**src/rtl/bankreg_pkg.sv**
```systemverilog
// Shared definitions for the mode-banked register file.
// Assumes a 5-bit mode field and 16 architectural indices.
package bankreg_pkg;

    localparam int IDX_W  = 4;
    localparam int MODE_W = 5;

    // Mode encodings seen on the mode input.
    localparam logic [MODE_W-1:0] MODE_USR = 5'b10000;
    localparam logic [MODE_W-1:0] MODE_FIQ = 5'b10001;
    localparam logic [MODE_W-1:0] MODE_IRQ = 5'b10010;
    localparam logic [MODE_W-1:0] MODE_SVC = 5'b10011;
    localparam logic [MODE_W-1:0] MODE_ABT = 5'b10111;
    localparam logic [MODE_W-1:0] MODE_UND = 5'b11011;
    localparam logic [MODE_W-1:0] MODE_SYS = 5'b11111;

    // Register bank selected by a mode; user covers system and unknown codes.
    typedef enum logic [2:0] {
        BANK_USR = 3'd0,
        BANK_FIQ = 3'd1,
        BANK_SVC = 3'd2,
        BANK_ABT = 3'd3,
        BANK_IRQ = 3'd4,
        BANK_UND = 3'd5
    } bank_e;

    localparam int NUM_SAVED = 5;   // one saved status word per exception bank

    // Physical layout of the general-purpose storage.
    localparam int USR_COUNT  = 15;                    // indices 0..14
    localparam int PC_SLOT    = USR_COUNT;             // index 15
    localparam int FIQ_FIRST  = 8;                     // first fiq-private index
    localparam int FIQ_BASE   = PC_SLOT + 1;
    localparam int FIQ_COUNT  = 15 - FIQ_FIRST;        // indices 8..14
    localparam int EXC_FIRST  = 13;                    // first per-mode private index
    localparam int EXC_PER    = 15 - EXC_FIRST;        // indices 13..14
    localparam int EXC_BASE   = FIQ_BASE + FIQ_COUNT;
    localparam int EXC_BANKS  = 4;                     // svc, abt, irq, und
    localparam int NUM_PHYS   = EXC_BASE + EXC_BANKS * EXC_PER;
    localparam int PHYS_W     = $clog2(NUM_PHYS);

    // Status word field positions.
    localparam int PSR_IRQ_DIS = 7;
    localparam int PSR_FIQ_DIS = 6;

    // Translate a mode code into its register bank.
    function automatic bank_e mode_to_bank(input logic [MODE_W-1:0] m);
        case (m)
            MODE_FIQ: return BANK_FIQ;
            MODE_SVC: return BANK_SVC;
            MODE_ABT: return BANK_ABT;
            MODE_IRQ: return BANK_IRQ;
            MODE_UND: return BANK_UND;
            default:  return BANK_USR;
        endcase
    endfunction

endpackage

```
**src/rtl/bankreg_map.sv**
```systemverilog
// Maps one architectural index plus a register bank to a physical slot.
// Assumes the layout constants of bankreg_pkg; purely combinational.
module bankreg_map
    import bankreg_pkg::*;
(
    input  logic [IDX_W-1:0]  idx_i,
    input  bank_e             bank_i,
    output logic [PHYS_W-1:0] phys_o
);

    logic [PHYS_W-1:0] exc_group;

    // Offset of the per-mode private pair for non-fast exception banks.
    always_comb begin
        case (bank_i)
            BANK_SVC: exc_group = PHYS_W'(EXC_BASE + 0 * EXC_PER);
            BANK_ABT: exc_group = PHYS_W'(EXC_BASE + 1 * EXC_PER);
            BANK_IRQ: exc_group = PHYS_W'(EXC_BASE + 2 * EXC_PER);
            BANK_UND: exc_group = PHYS_W'(EXC_BASE + 3 * EXC_PER);
            default:  exc_group = '0;
        endcase
    end

    // Select a shared, fast-private or mode-private slot.
    always_comb begin
        if (idx_i == IDX_W'(15)) begin
            phys_o = PHYS_W'(PC_SLOT);
        end else if (bank_i == BANK_FIQ && idx_i >= IDX_W'(FIQ_FIRST)) begin
            phys_o = PHYS_W'(FIQ_BASE) + PHYS_W'(idx_i - IDX_W'(FIQ_FIRST));
        end else if (bank_i != BANK_USR && bank_i != BANK_FIQ
                     && idx_i >= IDX_W'(EXC_FIRST)) begin
            phys_o = exc_group + PHYS_W'(idx_i - IDX_W'(EXC_FIRST));
        end else begin
            phys_o = PHYS_W'(idx_i);
        end
    end

endmodule

```
**src/rtl/bankreg_gpr_store.sv**
```systemverilog
// Flat general-purpose storage with NUM_RD combinational read ports and
// one write port committed at the clock edge. Reads see the old value
// during a write cycle. Assumes physical addresses below NUM_ENT.
module bankreg_gpr_store #(
    parameter int DATA_W  = 32,
    parameter int NUM_ENT = 31,
    parameter int NUM_RD  = 2,
    localparam int ADDR_W = $clog2(NUM_ENT)
) (
    input  logic              clk,
    input  logic              rst_n,
    input  logic [ADDR_W-1:0] rd_addr_i [NUM_RD],
    output logic [DATA_W-1:0] rd_data_o [NUM_RD],
    input  logic              wr_en_i,
    input  logic [ADDR_W-1:0] wr_addr_i,
    input  logic [DATA_W-1:0] wr_data_i
);

    logic [DATA_W-1:0] mem_q [NUM_ENT];

    // Clear on reset, otherwise commit the addressed entry.
    always_ff @(posedge clk) begin
        if (!rst_n) begin
            for (int e = 0; e < NUM_ENT; e++) begin
                mem_q[e] <= '0;
            end
        end else if (wr_en_i) begin
            mem_q[wr_addr_i] <= wr_data_i;
        end
    end

    for (genvar p = 0; p < NUM_RD; p++) begin : g_rd
        // Combinational read of the stored entry.
        assign rd_data_o[p] = mem_q[rd_addr_i[p]];
    end

endmodule

```
**src/rtl/bankreg_psr_store.sv**
```systemverilog
// Holds the current status word and one saved status word per exception
// bank. The saved word is chosen by the bank of the current mode; the
// user bank has none, so its reads give zero and its writes are dropped.
module bankreg_psr_store
    import bankreg_pkg::*;
#(
    parameter int DATA_W = 32
) (
    input  logic              clk,
    input  logic              rst_n,
    input  bank_e             bank_i,
    input  logic              cur_wr_en_i,
    input  logic [DATA_W-1:0] cur_wr_data_i,
    output logic [DATA_W-1:0] cur_o,
    input  logic              sav_wr_en_i,
    input  logic [DATA_W-1:0] sav_wr_data_i,
    output logic [DATA_W-1:0] sav_rd_data_o
);

    localparam int SLOT_W = $clog2(NUM_SAVED);

    localparam logic [DATA_W-1:0] CUR_RESET =
        DATA_W'(MODE_SVC) | (DATA_W'(1) << PSR_IRQ_DIS) | (DATA_W'(1) << PSR_FIQ_DIS);

    logic [DATA_W-1:0] cur_q;
    logic [DATA_W-1:0] sav_q [NUM_SAVED];
    logic              has_saved;
    logic [SLOT_W-1:0] slot;

    // Work out whether the bank owns a saved word and which one.
    always_comb begin
        has_saved = (bank_i != BANK_USR);
        slot      = has_saved ? SLOT_W'(bank_i - BANK_FIQ) : '0;
    end

    // Current status word register.
    always_ff @(posedge clk) begin
        if (!rst_n) begin
            cur_q <= CUR_RESET;
        end else if (cur_wr_en_i) begin
            cur_q <= cur_wr_data_i;
        end
    end

    // Saved status words; writes from a bank without one are ignored.
    always_ff @(posedge clk) begin
        if (!rst_n) begin
            for (int s = 0; s < NUM_SAVED; s++) begin
                sav_q[s] <= '0;
            end
        end else if (sav_wr_en_i && has_saved) begin
            sav_q[slot] <= sav_wr_data_i;
        end
    end

    assign cur_o         = cur_q;
    assign sav_rd_data_o = has_saved ? sav_q[slot] : '0;

endmodule

```
**src/rtl/banked_regfile.sv**
```systemverilog
// Top of the mode-banked register file. Decodes the mode into a bank,
// maps each port index to a physical slot and drives the storage.
// Assumes the core supplies a stable mode for the whole cycle.
module banked_regfile
    import bankreg_pkg::*;
#(
    parameter int DATA_W = 32
) (
    input  logic              clk,
    input  logic              rst_n,
    input  logic [4:0]        mode_i,
    input  logic              user_bank_i,
    input  logic [3:0]        rd_a_idx_i,
    output logic [DATA_W-1:0] rd_a_data_o,
    input  logic [3:0]        rd_b_idx_i,
    output logic [DATA_W-1:0] rd_b_data_o,
    input  logic              wr_en_i,
    input  logic [3:0]        wr_idx_i,
    input  logic [DATA_W-1:0] wr_data_i,
    input  logic              cpsr_wr_en_i,
    input  logic [DATA_W-1:0] cpsr_wr_data_i,
    output logic [DATA_W-1:0] cpsr_o,
    input  logic              spsr_wr_en_i,
    input  logic [DATA_W-1:0] spsr_wr_data_i,
    output logic [DATA_W-1:0] spsr_rd_data_o
);

    localparam int NUM_RD   = 2;
    localparam int NUM_PORT = NUM_RD + 1;   // read ports then the write port

    bank_e             mode_bank;
    bank_e             gpr_bank;
    logic [IDX_W-1:0]  port_idx  [NUM_PORT];
    logic [PHYS_W-1:0] port_phys [NUM_PORT];
    logic [PHYS_W-1:0] rd_phys   [NUM_RD];
    logic [DATA_W-1:0] rd_data   [NUM_RD];

    // Bank of the mode, and the bank the general registers use after override.
    always_comb begin
        mode_bank = mode_to_bank(mode_i);
        gpr_bank  = user_bank_i ? BANK_USR : mode_bank;
    end

    assign port_idx[0]        = rd_a_idx_i;
    assign port_idx[1]        = rd_b_idx_i;
    assign port_idx[NUM_RD]   = wr_idx_i;

    for (genvar p = 0; p < NUM_PORT; p++) begin : g_map
        bankreg_map u_map (
            .idx_i  (port_idx[p]),
            .bank_i (gpr_bank),
            .phys_o (port_phys[p])
        );
    end

    for (genvar r = 0; r < NUM_RD; r++) begin : g_rdaddr
        assign rd_phys[r] = port_phys[r];
    end

    bankreg_gpr_store #(
        .DATA_W  (DATA_W),
        .NUM_ENT (NUM_PHYS),
        .NUM_RD  (NUM_RD)
    ) u_gpr (
        .clk       (clk),
        .rst_n     (rst_n),
        .rd_addr_i (rd_phys),
        .rd_data_o (rd_data),
        .wr_en_i   (wr_en_i),
        .wr_addr_i (port_phys[NUM_RD]),
        .wr_data_i (wr_data_i)
    );

    assign rd_a_data_o = rd_data[0];
    assign rd_b_data_o = rd_data[1];

    bankreg_psr_store #(
        .DATA_W (DATA_W)
    ) u_psr (
        .clk           (clk),
        .rst_n         (rst_n),
        .bank_i        (mode_bank),
        .cur_wr_en_i   (cpsr_wr_en_i),
        .cur_wr_data_i (cpsr_wr_data_i),
        .cur_o         (cpsr_o),
        .sav_wr_en_i   (spsr_wr_en_i),
        .sav_wr_data_i (spsr_wr_data_i),
        .sav_rd_data_o (spsr_rd_data_o)
    );

endmodule

```
**config.mk**
```make
export PLATFORM = sky130hd
export DESIGN_NAME = banked_regfile
export DESIGN_NICKNAME = d
export VERILOG_FILES = /design/src/rtl/bankreg_pkg.sv /design/src/rtl/bankreg_map.sv /design/src/rtl/bankreg_gpr_store.sv /design/src/rtl/bankreg_psr_store.sv /design/src/rtl/banked_regfile.sv
export SDC_FILE = /design/constraint.sdc
export NUM_CORES = 2
export LEC_CHECK = 0
export BUFFER_PORTS_ARGS = -buffer_cell sky130_fd_sc_hd__buf_2
export CAP_MARGIN = 20
export CORE_MARGIN = 1
export CORE_UTILIZATION = 45
export CTS_BUF_LIST = sky130_fd_sc_hd__clkbuf_4 sky130_fd_sc_hd__clkbuf_8 sky130_fd_sc_hd__clkbuf_16
export DETAILED_ROUTE_END_ITERATION = 6
export HOLD_SLACK_MARGIN = 0.15
export PLACE_DENSITY = 0.65
export SYNTH_ARGS = -nofsm -noshare
export SYNTH_HDL_FRONTEND = slang
export SYNTH_SLANG_ARGS = --single-unit
```
**constraint.sdc**
```tcl
create_clock -name clk -period 8.24 [get_ports clk]
set_input_delay 0.824 -clock clk [delete_from_list [all_inputs] [get_ports clk]]
set_output_delay 0.824 -clock clk [all_outputs]
set_load 0.05 [all_outputs]
```
* Word-level counts from Yosys, hierarchy flattened
Memory sizes are Yosys's and may differ from the RTL's. Cells that the tools add are included.
Cells by class: add/subtract/negate cells 13, $lt $le $gt $ge 6, eq/ne operators 14, muxes and demuxes 27, reductions and logical operators 12
Operator list (number):
- $mux 32 | 3
- $reduce_or 32->1 | 2
- $mux 5 | 10
- $sub 4x4->5 const B | 6
- $eq 5x5->1 const B | 5
- $ge 4x4->1 const B | 6
- $pmux 5 s4 | 1
- $add 5x5->5 | 3
- $add 5x5->5 const A | 3
- $pmux 3 s5 | 1
- $eq 4x4->1 const B | 3
- $mux 1 | 9
- $mux 3 | 3
- $logic_and 1x1->1 | 8
- $eq 3x2->1 const B | 2
- $eq 3x3->1 const B | 2
- $reduce_bool 3->1 | 2
- $eq 3x1->1 const B | 1
- $ne 3x1->1 const B | 1
- $sub 3x1->3 const B | 1
Storage, ports and cells: flip-flop bits (word level) 32, memory bits (writable) 1152, input bits 119, output and inout port bits 128, logic and storage cells 75, memories kept 2
Memory list:
- u_gpr.mem_q | words 31, bits a word 32, read ports 2, clocked after Yosys merged registers in 0, wr ports 31, line bankreg_gpr_store.sv:19 | logic [DATA_W-1:0] mem_q [NUM_ENT];
- u_psr.sav_q | words 5, bits a word 32, read ports 1, clocked after Yosys merged registers in 0, wr ports 5, line bankreg_psr_store.sv:26 | logic [DATA_W-1:0] sav_q [NUM_SAVED];

* Logic depth before layout (Yosys ltp)
depth after elaboration 10, gate-level depth with buffers 22, gate-level depth less buffers 17

* Cells and area by module
Synthesis repeated with hierarchy kept, for this count alone.
Second synthesis, totals: cell total of the unflattened synthesis 5542, area, all modules 68036.5 µm²
By module, submodules not included:
- bankreg_gpr_store | times used 1, cells each 4610, area each 55747.2 µm², seq. area each 30749.5 µm²
- bankreg_psr_store | times used 1, cells each 766, area each 11035.6 µm², seq. area each 7367.1 µm²
- bankreg_map | times used 3, cells each 51, area each 392.9 µm², seq. area each 0.0 µm²
- banked_regfile | times used 1, cells each 13, area each 75.1 µm², seq. area each 0.0 µm²

* Worst setup path before layout
No wires, ideal clock.
path kind input -> register, start in mode_i[3], end mem u_gpr.mem_q[24][0] (enable), library setup time 466 ps, arrival time 6696 ps, data required time 7774 ps, path slack 1078 ps, cell stages on the path 17, path buffers 3, path through buf_2 -> nor2b_1 -> or3_1 -> a21oi_1 -> clkbuf_1 -> inv_1 -> o21ai_0 -> ha_1 -> inv_1 -> ha_1 -> inv_1 -> fa_1 -> nand2_1 -> o31a_1 -> or4_1 -> buf_2 -> o21ai_0
RTL lines:
- start: declaration | line banked_regfile.sv:11 | input logic [4:0] mode_i,
- end: declaration | line bankreg_gpr_store.sv:19

* Worst setup path in the final report
start in mode_i[2], end out rd_b_data_o[30]
On the way: longest elaborated chain between the ends 10
RTL lines:
- $eq 5x5->1 | line bankreg_pkg.sv:48 | case (m)
- $pmux 3 s5 * | line bankreg_pkg.sv:48
- $mux 3 * | line banked_regfile.sv:41 | gpr_bank = user_bank_i ? BANK_USR : mode_bank;
- $eq 3x3->1 (tied with other cells) | line bankreg_map.sv:15 | case (bank_i)
- $pmux 5 s4 / $logic_and 1x1->1 (equally long branches) | line bankreg_map.sv:15, bankreg_map.sv:30
- $add 5x5->5 / $logic_and 1x1->1 (equally long branches) | line bankreg_map.sv:32, bankreg_map.sv:31
- $mux 5 | line bankreg_map.sv:30 | end else if (bank_i != BANK_USR && bank_i != BANK_FIQ
- $mux 5 * | line bankreg_map.sv:28 | end else if (bank_i == BANK_FIQ && idx_i >= IDX_W'(FIQ_FIRST)) begin
- $mux 5 * | line bankreg_map.sv:26 | if (idx_i == IDX_W'(15)) begin
- $mem_v2 31x32 *
- end: declaration | line banked_regfile.sv:16 | output logic [DATA_W-1:0] rd_b_data_o,
Every way passes the cells marked *; elsewhere a longest branch is shown, timed or not.

==> flow_summary.toml <==
[clock_network]
htree_levels = 4
ctsLongestPathBuffers = 3
cts_buffers = 147
path_clk_slew_ps = 60
tritoncts = "done"
ctsHoldBuffers = 0
clockRootBuffer = "clkbuf_16"
ctsResizeCount = 0
worstSkewPairLatency_ps = 790
post_cts_buffers = 0
cts.sinks = 1312

[timing]
setup_viol = 0
period_share_pct = 94.6
slew_viol_final = 0
clock-skew-final_ps = 0
max_slew_margin_pct = 18.0
min_period_ps = 7800
hold_viol = 0
final.setup.tns_ps = 0
worst_pin_slew_ps = 1230
fmax_ghz = 0.128
rsz0062_at_grt = "false"

[synthesis]
synthesis.area_um2 = 69000
ys_warn_count = 0
synth-seq-area-share_pct = 56.6
synth-edff-count = 1280
yosys.cell_types.count = 64
ys_ff_latch = 1312
syn_inst = 6525
synth_ff_type = "edfxtp_1"
syn_avg_cell_area_um2 = 10.6
async_flop_share_pct = 0
syn-num-nets = 6670

[power]
power_mw = 16.7
share_comb_of_total_power_pct = 14.6
power_leakage_nw = 30.0
seq_power_share_pct = 46.7
peakVddDrop_mv = 0.179
p_int_mw = 12.1
pwr-share-clk_pct = 38.6
netSwitchingFraction_pct = 27.8
p_switching_mw = 4.65
powerDensity_nw_per_um2 = 213

[place]
place_area_um2 = 73800
hpwl_um = 154000
place.gp.congestion = 0.934
port_buffers = 246
numPlacedInstances = 8457

[die]
dieWidth_um = 394
row_count = 143
ioPinCount = 247
die_h_um = 394
core_um2 = 152000
floorplan.initialDensity_pct = 45.4
die-area_um2 = 155000

[drt]
via_per_inst = 6.26
wl_per_cell_um = 29.1
drc = 0
vias = 54800
dr.first_iter.drc_count = 8290
routed_wl_um = 254000
postRouteAntennaNets = 0
dr.pass1.iters = 7

[critical_path]
worstPathArrival_ps = 6970
required_ps = 7420
path_class = "in2out"
crit_path_end_kind = "output pin"
start_kind = "primary input"
critPathMaxFanout = 64

[global_route]
antenna_found_initial = 42
first_global_vias = 52100
grt_max_degree = 119
grtUsageTotal_pct = 31.9
grt_pass1_wl_um = 362000
grt_overflow = 0

[hold_path]
holdCritPathClass = "in2reg"

[finish]
final_cells = 8746
drive_gt1_share_pct = 13.6
layout.nets = 6729
fillerInstances = 13200
final_common_cell = "nand2_1"
final_cell_area_um2 = 78600
syn_to_final_growth_pct = 13.9
postLayoutCoreUtil_pct = 51.7
final_cell_mix = "nand2_1 (1367), edfxtp_1 (1280), and2_1 (1155)"

[status]
outcome = "finished clean"

[run]
drv_cap = 0
==> cell families (layout without fill, tap and decap cells) <==
group | Yosys count | in the layout | share of synthesized area, %
xor+xnor | 11 | 11 | 0.140
flops | 1312 | 1312 | 56.6
buf+inv | 605 | 780 | 3.74
other cells | 0 | 16 | 0
compound gates | 752 | 752 | 6.30
fa+ha+maj | 26 | 26 | 0.504
simple gates | 3281 | 3281 | 23.9
mux | 538 | 538 | 8.83
==> area by class of cell <==
cell class / count / area, um^2 / share of cell area, %
inverter: 25 / 93.8 / 0.119
timing repair buffer: 490 / 4070 / 5.18
antenna: 16 / 40.0 / 0.0509
clock inverter: 66 / 489 / 0.623
tap: 2030 / 2540 / 3.23
multi-input combinational: 4608 / 28100 / 35.8
clock buffer: 199 / 4170 / 5.30
sequential: 1312 / 39100 / 49.7
==> synth_stat cells, drive strengths merged (4+ instances only) <==
library cell | number | area (um^2)
inv | 25 | 93.8
a21o | 8 | 60.1
or4 | 4 | 30.0
mux4 | 56 | 1260
o21ai | 46 | 234
edfxtp | 1280 | 38400
buf | 175 | 960
o211ai | 16 | 125
nand3 | 408 | 2040
nor2 | 44 | 185
o22ai | 159 | 995
nor2b | 29 | 181
nand4 | 4 | 25.0
or3 | 35 | 219
a211o | 31 | 272
dfxtp | 32 | 641
and3 | 5 | 31.3
clkbuf | 405 | 1530
nor4 | 164 | 1030
ha | 23 | 288
nor3 | 40 | 200
nand3b | 5 | 37.5
a22o | 25 | 219
nand2 | 1370 | 5140
nand2b | 6 | 37.5
mux2i | 474 | 4740
xor2 | 7 | 61.3
mux2 | 8 | 90.1
and2 | 1155 | 7230
a21oi | 442 | 2210
xnor2 | 4 | 35.0
==> path summary, 6_finish.rpt <==
kind	startpoint	end	slack [ps]	depth (start not counted)
worst max-delay path	mode_i[2]	rd_b_data_o[30]	440	20
worst min-delay path	cpsr_wr_data_i[0]	u_psr.cur_o[0]	250	3
worst max register to register	u_psr.cur_o[13]	u_psr.cur_o[13]	7600	2
worst min register to register	u_psr.cur_o[0]	u_psr.cur_o[0]	470	2
==> power groups by stage <==
stage | registers, mW | clock network (mW) | logic (mW)
4_1_cts | 7.80 | 6.49 | 2.39
3_3_place_gp | 7.93 | 0 | 2.36
2_1_floorplan | 7.94 | 0 | 1.34
5_1_grt | 7.84 | 6.71 | 2.54
6_report | 7.81 | 6.46 | 2.45
3_5_place_dp | 7.94 | 0 | 2.38
==> critical path, stage by stage <==
cell and delay, ps:
buf_2 160, or2_1 240, buf_4 160, a21oi_1 350, o21ai_0 340, ha_1 370, inv_1 40, ha_1 280
nand2_1 60, a2111o_1 420, a21oi_4 680, buf_4 390, buf_4 690, nand2_1 120, nand3_1 110, a21oi_1 90
or3_1 380, nor4_1 820, buf_4 260, buf_12 130
==> per-layer routing <==
layer | up-vias | share of wire [%] | track usage, %
met3 | 770 | 13 | 8.91
met4 | 40 | 5.1 | 16.2
met5 | - | 0.11 | 0
met1 | 26700 | 37 | 41.4
met2 | 4076 | 45 | 49.0
li1 | 23200 | - | -
==> stage by stage <==
stage / setup slack, ps / hold slack (ps)
floorplan: 1080 / 743
global placement: 713 / 448
detailed placement: 736 / 456
CTS: 714 / 205
global route: 307 / 245
finish: 442 / 249
==> flip-flops by register name, indices dropped and copies added (netlist names) <==
| register | count |
|---|---|
| u_psr.cur_o | 32 |
| u_psr.sav_q | 256 |
| u_gpr.mem_q | 1024 |
Power figures use the tool's default switching activity.
